File: config.mk
export PLATFORM = sky130hd
export DESIGN_NAME = ivt_top
export DESIGN_NICKNAME = d
export VERILOG_FILES = /design/src/rtl/ivt_pkg.sv /design/src/rtl/ivt_ctrl.sv /design/src/rtl/ivt_datapath.sv /design/src/rtl/ivt_top.sv
export SDC_FILE = /design/constraint.sdc
export NUM_CORES = 1
export LEC_CHECK = 0
export BUFFER_PORTS_ARGS = -buffer_cell sky130_fd_sc_hd__buf_2
export CAP_MARGIN = 20
export CORE_AREA = 2 2 117 119
export DETAILED_ROUTE_END_ITERATION = 10
export DIE_AREA = 0 0 119 121
export SYNTH_ARGS = -nofsm -noshare
export SYNTH_HDL_FRONTEND = slang
export SYNTH_SLANG_ARGS = --single-unit
export TNS_END_PERCENT = 20
File: constraint.sdc
create_clock -name clk -period 2.7 [get_ports clk]
set_input_delay 0.405 -clock clk [delete_from_list [all_inputs] [get_ports clk]]
set_output_delay 0.405 -clock clk [all_outputs]
set_load 0.03 [all_outputs]
File: src/rtl/ivt_pkg.sv
package ivt_pkg;

  // word addresses inside the timer window
  localparam int ADR_STATUS   = 0;
  localparam int ADR_CONTROL  = 1;
  localparam int ADR_PER_BASE = 2;
  localparam int ADR_SNP_BASE = 4;

  // control word bit positions
  localparam int CB_IRQEN = 0;
  localparam int CB_CONT  = 1;
  localparam int CB_START = 2;
  localparam int CB_STOP  = 3;

  // strobes from the control side to the counter datapath
  typedef struct packed {
    logic loadPeriod;
    logic startReq;
    logic stopReq;
    logic capture;
  } ivt_strobe_t;

endpackage

File: src/rtl/ivt_ctrl.sv
module ivt_ctrl
  import ivt_pkg::*;
#(
  parameter int COUNT_W = 32,
  parameter int DATA_W  = 16,
  parameter int ADDR_W  = 3
) (
  input  logic               clk,
  input  logic               rstN,
  input  logic [ADDR_W-1:0]  regAddr,
  input  logic               regWrEn,
  input  logic [DATA_W-1:0]  regWrData,
  output logic [DATA_W-1:0]  regRdData,
  input  logic               dpRunning,
  input  logic               dpTimeout,
  input  logic [COUNT_W-1:0] dpSnap,
  output ivt_strobe_t        strobes,
  output logic [COUNT_W-1:0] periodNext,
  output logic               contMode,
  output logic               irqEn,
  output logic               toFlag
);

  localparam int NUM_HALVES = COUNT_W / DATA_W;

  logic [COUNT_W-1:0]    periodReg;
  logic [NUM_HALVES-1:0] perHit;
  logic                  ctrlHit;
  logic                  statHit;
  logic                  snapHit;

  assign ctrlHit = regWrEn && (regAddr == ADDR_W'(ADR_CONTROL));
  assign statHit = regWrEn && (regAddr == ADDR_W'(ADR_STATUS));
  assign snapHit = regWrEn && (regAddr == ADDR_W'(ADR_SNP_BASE));

  // one slice per period half, merged with the write data on a hit
  for (genvar h = 0; h < NUM_HALVES; h++) begin : g_perHalf
    assign perHit[h] = regWrEn && (regAddr == ADDR_W'(ADR_PER_BASE + h));
    assign periodNext[h*DATA_W +: DATA_W] =
      perHit[h] ? regWrData : periodReg[h*DATA_W +: DATA_W];
  end

  always_ff @(posedge clk) begin
    if (!rstN) begin
      periodReg <= '1;
      contMode  <= 1'b0;
      irqEn     <= 1'b0;
      toFlag    <= 1'b0;
    end else begin
      periodReg <= periodNext;
      if (ctrlHit) begin
        contMode <= regWrData[CB_CONT];
        irqEn    <= regWrData[CB_IRQEN];
      end
      // a fresh timeout outranks a clear on the same edge
      if (dpTimeout)    toFlag <= 1'b1;
      else if (statHit) toFlag <= 1'b0;
    end
  end

  always_comb begin
    strobes.loadPeriod = |perHit;
    strobes.stopReq    = (|perHit) || (ctrlHit && regWrData[CB_STOP]);
    strobes.startReq   = ctrlHit && regWrData[CB_START];
    strobes.capture    = snapHit;
  end

  always_comb begin
    regRdData = '0;
    if (regAddr == ADDR_W'(ADR_STATUS)) begin
      regRdData[0] = toFlag;
      regRdData[1] = dpRunning;
    end else if (regAddr == ADDR_W'(ADR_CONTROL)) begin
      regRdData[CB_IRQEN] = irqEn;
      regRdData[CB_CONT]  = contMode;
    end
    for (int h = 0; h < NUM_HALVES; h++) begin
      if (regAddr == ADDR_W'(ADR_PER_BASE + h))
        regRdData = periodReg[h*DATA_W +: DATA_W];
      if (regAddr == ADDR_W'(ADR_SNP_BASE + h))
        regRdData = dpSnap[h*DATA_W +: DATA_W];
    end
  end

endmodule

File: src/rtl/ivt_datapath.sv
module ivt_datapath
  import ivt_pkg::*;
#(
  parameter int COUNT_W = 32
) (
  input  logic               clk,
  input  logic               rstN,
  input  ivt_strobe_t        strobes,
  input  logic [COUNT_W-1:0] periodNext,
  input  logic               contMode,
  output logic [COUNT_W-1:0] count,
  output logic               running,
  output logic               timeout,
  output logic [COUNT_W-1:0] snap
);

  logic atZero;

  assign atZero  = (count == '0);
  assign timeout = running && atZero && !strobes.stopReq;

  always_ff @(posedge clk) begin
    if (!rstN) begin
      count   <= '1;
      running <= 1'b0;
      snap    <= '0;
    end else begin
      if (strobes.capture) snap <= count;
      if (strobes.stopReq) begin
        running <= 1'b0;
        if (strobes.loadPeriod) count <= periodNext;
      end else if (strobes.startReq && !running) begin
        running <= 1'b1;
        count   <= periodNext;
      end else if (running) begin
        if (atZero) begin
          count   <= periodNext;
          running <= contMode;
        end else begin
          count <= count - COUNT_W'(1);
        end
      end
    end
  end

endmodule

File: src/rtl/ivt_top.sv
module ivt_top
  import ivt_pkg::*;
#(
  parameter int COUNT_W = 32,
  parameter int DATA_W  = 16,
  parameter int ADDR_W  = 3
) (
  input  logic              clk,
  input  logic              rstN,
  input  logic [ADDR_W-1:0] regAddr,
  input  logic              regWrEn,
  input  logic [DATA_W-1:0] regWrData,
  output logic [DATA_W-1:0] regRdData,
  output logic              irqOut
);

  ivt_strobe_t        strobes;
  logic [COUNT_W-1:0] periodNext;
  logic [COUNT_W-1:0] dpCount;
  logic [COUNT_W-1:0] dpSnap;
  logic               dpRunning;
  logic               dpTimeout;
  logic               contMode;
  logic               irqEn;
  logic               toFlag;

  ivt_ctrl #(.COUNT_W(COUNT_W), .DATA_W(DATA_W), .ADDR_W(ADDR_W)) uCtrl (
    .clk       (clk),
    .rstN      (rstN),
    .regAddr   (regAddr),
    .regWrEn   (regWrEn),
    .regWrData (regWrData),
    .regRdData (regRdData),
    .dpRunning (dpRunning),
    .dpTimeout (dpTimeout),
    .dpSnap    (dpSnap),
    .strobes   (strobes),
    .periodNext(periodNext),
    .contMode  (contMode),
    .irqEn     (irqEn),
    .toFlag    (toFlag)
  );

  ivt_datapath #(.COUNT_W(COUNT_W)) uDp (
    .clk       (clk),
    .rstN      (rstN),
    .strobes   (strobes),
    .periodNext(periodNext),
    .contMode  (contMode),
    .count     (dpCount),
    .running   (dpRunning),
    .timeout   (dpTimeout),
    .snap      (dpSnap)
  );

  assign irqOut = toFlag && irqEn;

endmodule

# Word-level counts from Yosys, hierarchy flattened
# Index checks and enable logic that the tools add are counted.
# totals
ff_bits,100
# classes
addsub,1
bitwise,1
eq_ne,6
reduce_logical,21
muxes,18
# op_table
op,n
32-bit two-way mux,5
16-bit two-way mux,6
32-bit zero test,1
32-bit by 1-bit subtractor with 32-bit output (second input constant),1
1-bit logical AND,11
3-bit by 2-bit == test with 1-bit output (second input constant),2
3-bit == test (second input constant),2
1-bit two-way mux,5
2-bit two-way mux,2
2-bit OR reduction,2
3-bit by 1-bit == test with 1-bit output (second input constant),1
3-bit zero test,1
3-bit nonzero test,1
1-bit zero test,2
2-bit != test (second input constant),1
2-bit AND reduction,1
2-bit nonzero test,1
1-bit logical OR,1
1-bit inverter,1

# Depth between registers and ports, before layout
# depth
depth_word,7
depth_mapped,10

# Cells and area by module
# Synthesis repeated with hierarchy kept, for this count alone.
# hier_totals
cells_unflattened,681
hier_area_um2,6224.7
# modules_own_cells
module,area_each_um2,cells_each,n_inst
ivt_datapath,3727.3,437,1
ivt_ctrl,2491.1,243,1
ivt_top,6.3,1,1

# Worst setup path after synthesis
# OpenSTA, ideal clock, no wires.
# synth_path
path_kind,input -> output
start,input port regAddr[2]
end,output port regRdData[10]
path_buffers,3
path_stages,7
arrival_time_ps,1819
setup_slack_ps,476
t_required_ps,2295
path_cell_list,buf_2 nor2b_1 clkbuf_1 clkbuf_1 a21o_1 a222oi_1 nor2_1
# synth_via
elab_chain_len,5
word_cells_on_any_way,8
# synth_rtl
item,line_no,text
start: declaration,ivt_top.sv:10,"input logic [ADDR_W-1:0] regAddr,"
3-bit by 2-bit == test with 1-bit output,ivt_ctrl.sv:78,if (regAddr == ADDR_W'(ADR_PER_BASE + h))
16-bit two-way mux,ivt_ctrl.sv:78,
16-bit two-way mux,ivt_ctrl.sv:80,if (regAddr == ADDR_W'(ADR_SNP_BASE + h))
16-bit two-way mux,ivt_ctrl.sv:78,
16-bit two-way mux (*),ivt_ctrl.sv:80,
end: declaration,ivt_top.sv:13,"output logic [DATA_W-1:0] regRdData,"
# Every way passes the cells marked *; elsewhere a longest branch is shown, timed or not.

# Worst setup path after layout
# layout_path
start,input port regAddr[0]
end,output port regRdData[8]
# Same word-level chain as after synthesis.

==> summary.md <==
| Metric | Value |
|---|---|
| Fin. Hold Viols | 0 |
| Slew @ Worst Pin | roughly 0.70 ns |
| Die area | between 10000 and 15000 µm² |
| Final setup viols | 0 |
| Clock transition at path regs | ~0.07 ns |
| Sequential cell area | approximately 2000 µm² |
| DRT iter0 DRCs | 652 |
| Worst Hold Class | input pin to register |
| Layout fillers | 1319 |
| Synth top area share | roughly two fifths |
| Internal | 2.36 mW |
| Die Y | 121 µm |
| Total wire length | 16.4 mm |
| Post-synthesis sequential area ratio | roughly two fifths |
| Fin crit share | approximately 94% |
| Worst setup path class | input pin to output port |
| Row cnt | 42 |
| Largest area contributor in the netlist | dfxtp_1 |
| Fmax | ~400 MHz |
| Avg Inst Size Synth | 7.75 µm² |
| Largest net degree at the start of global routing | 64 |
| Slew Viols, Final | 0 |
| Worst Setup End Kind | output port |
| Ys Warns | 0 |
| Critical R2R Capture | uDp.count[28] |
| GR Overflow Total | 0 |
| N_diodes | 0 |
| Slew headroom | between 50% and 60% |
| Final HPWL DP | 11.3 mm |
| R2R depth | 8 |
| Post-synth EDFFs | 0 |
| Number of primary I/O pins | 39 |
| Net switching share of the total power | 26.4% |
| Psw | 849 µW |
| Drt drc | 0 |
| Min-Delay Endpoint | uCtrl.periodReg[26] |
| Core area | about 13000 µm² |
| WP data arrival | 2.12 ns |
| Vias in the first global route | 4976 |
| Maximum VDD drop | 0.000282 V |
| Max-cap violation count | 0 |
| Final critical-path required period | about 2.5 ns |
| WP data required | 2.30 ns |
| Die X-Extent | 119 µm |
| Hold_buf cts | 0 |
| Status | finished, final reports clean |
| Multi-input logic area | 2870 µm² |
| Via/cell ratio | 5.88 |
| Initial Utilization | 39.3% |
| Fraction of registers with async set/reset | 0% |
| Vias | 5171 |
| Distinct cells, synth | 59 |
| Final setup TNS | 0 ns |
| Leak Pwr | around 2.3 nW |
| Setup Buffers After CTS | 0 |
| Number of routed nets with antenna violations | 0 |
| Ranking of synthesized cells by area | dfxtp_1, nand2_1, a21oi_1 |
| Synth Flop Type | dfxtp_1 |
| Worst hold slack | 0.320 ns |
| Drt first pass iters | 6 |
| Detail-routed net length per standard cell | about 19 µm |
| Latest clock arrival within the worst-skew pair | roughly 0.35 ns |
| Logic pwr share | roughly an eighth |
| Crit start category | input pin |
| R2R Setup Slk | 0.32 ns |
| Synth Cell Area | 5140 µm² |
| First-pass GRT wire length | 26.3 mm |
| Mapped Cells | 663 |
| Buffers on Ports | 38 |
| Hold Startpoint | regWrData[10] |
| RSZ-0062 raised after global routing | no |
| Seq cells post-synth | 100 |
| Final #Nets | 722 |
| Initial antenna violation count | 0 |
| Bufs on Longest Clock Path | 2 |
| H-Tree Depth | 3 |
| Worst R2R Start | uDp.count[1] |
| Top cell types by occurrence after synthesis | nand2_1, dfxtp_1, a21oi_1 |
| Root buf cell | clkbuf_16 |
| Count leader, synth | nand2_1 |
| Part of the power in registers | a little under half |
| PD cells | 544 nW/µm² |
| Syn nets | 687 |
| Share of cells above drive strength 1 | 14.9% |
| Crit-path max FO | 14 |
| Gr usage total | 23.1% |
| CTS tree | yes |
| Post_cts resized | 0 |
| CTS buffer count | 9 |
| Clock power share | 39.8% |
| # clock sinks | 100 |
| Gpl congestion | ~0.86 |
| Area grow syn2layout | 14.9% |
| Hold Crit Depth | 3 |
| Clock skew | 0.00579 ns |
==> final cells by class <==
cell class,count,area share (%)
clock inverters,4,0.848
multi-input cells,505,48.7
inverters,7,0.445
clock buffers,12,4.01
flip-flops and latches,100,33.9
well taps,176,3.73
repair buffers,75,8.35
==> cell usage in the layout (no fill, tap or decap), types with 7 or more instances in the layout <==
master,netlist,routed
mux2i_1,35,35
a21o_1,18,18
o21ai_1,13,13
nor2b_1,11,10
a222oi_1,14,14
nor2_1,57,57
nor3_1,8,8
nor4_1,9,9
inv_1,7,7
o21ai_0,31,31
nand3_1,21,21
buf_4,2,35
clkbuf_16,0,9
buf_2,14,38
dfxtp_1,100,100
nand2_1,134,134
nand4_1,16,16
a21oi_1,75,75
==> metal layers <==
layer	GRT usage [%]	up-vias	wire (µm)
li1	-	2428	-
met1	30.7	2507	7360
met2	37.8	202	7640
met3	3.24	34	1010
met4	9.67	0	429
met5	0	-	0
==> stage by stage <==
step	instances	instance area (µm²)	power, mW	setup WS, ns	util [%]
after floorplan	663	5140	1.82	0.476	-
after global placement	863	5610	1.95	0.252	42.9
after detailed placement	863	5610	1.96	0.194	42.9
after CTS	879	5900	3.22	0.231	45.1
after global routing	879	5900	3.31	0.0799	45.1
final	879	5900	3.21	0.175	45.1
==> sequential cells by signal, indices dropped and copies added, names as in the netlist <==
| register | flops |
|---|---|
| uCtrl.periodReg | 32 |
| uCtrl.irqEn | 1 |
| uCtrl.toFlag | 1 |
| uDp.running | 1 |
| uDp.count | 32 |
| uDp.snap | 32 |
| uCtrl.contMode | 1 |
==> worst max-delay path, cell delays in order <==
cell,delay [ns]
buf_2,0.20
nand2b_1,0.21
nor2_1,0.52
buf_4,0.31
a222oi_1,0.09
nor2_1,0.16
buf_2,0.23
==> how the worst max path moves through the flow <==
stage,from,end,depth (start not counted)
after CTS,regAddr[0],regRdData[8],7
after detailed placement,regAddr[0],regRdData[8],7
after floorplan,regAddr[2],regRdData[10],7
after global routing,uDp.count[1],uDp.count[28],8
after global placement,regAddr[0],regRdData[8],7
final,regAddr[0],regRdData[8],7
==> power by group through the flow <==
stage | logic [mW] | clock network [mW] | registers, mW
2_1_floorplan | 0.266 | 0 | 1.56
4_1_cts | 0.402 | 1.29 | 1.53
3_5_place_dp | 0.401 | 0 | 1.56
3_3_place_gp | 0.394 | 0 | 1.56
5_1_grt | 0.435 | 1.34 | 1.53
6_report | 0.405 | 1.28 | 1.53
==> logic make-up (layout without fill, tap and decap cells) <==
group / after synthesis / count (layout) / share of synthesized area (%)
AO/OA/AOI/OAI: 177 / 177 / 21.0
adder cells (fa/ha/maj): 2 / 2 / 0.487
buffers and inverters: 58 / 98 / 5.31
multiplexers: 37 / 37 / 7.26
flip-flops: 100 / 100 / 39.0
AND/OR/NAND/NOR: 289 / 289 / 27.0
Note: power is estimated with default switching activity, not from simulation.
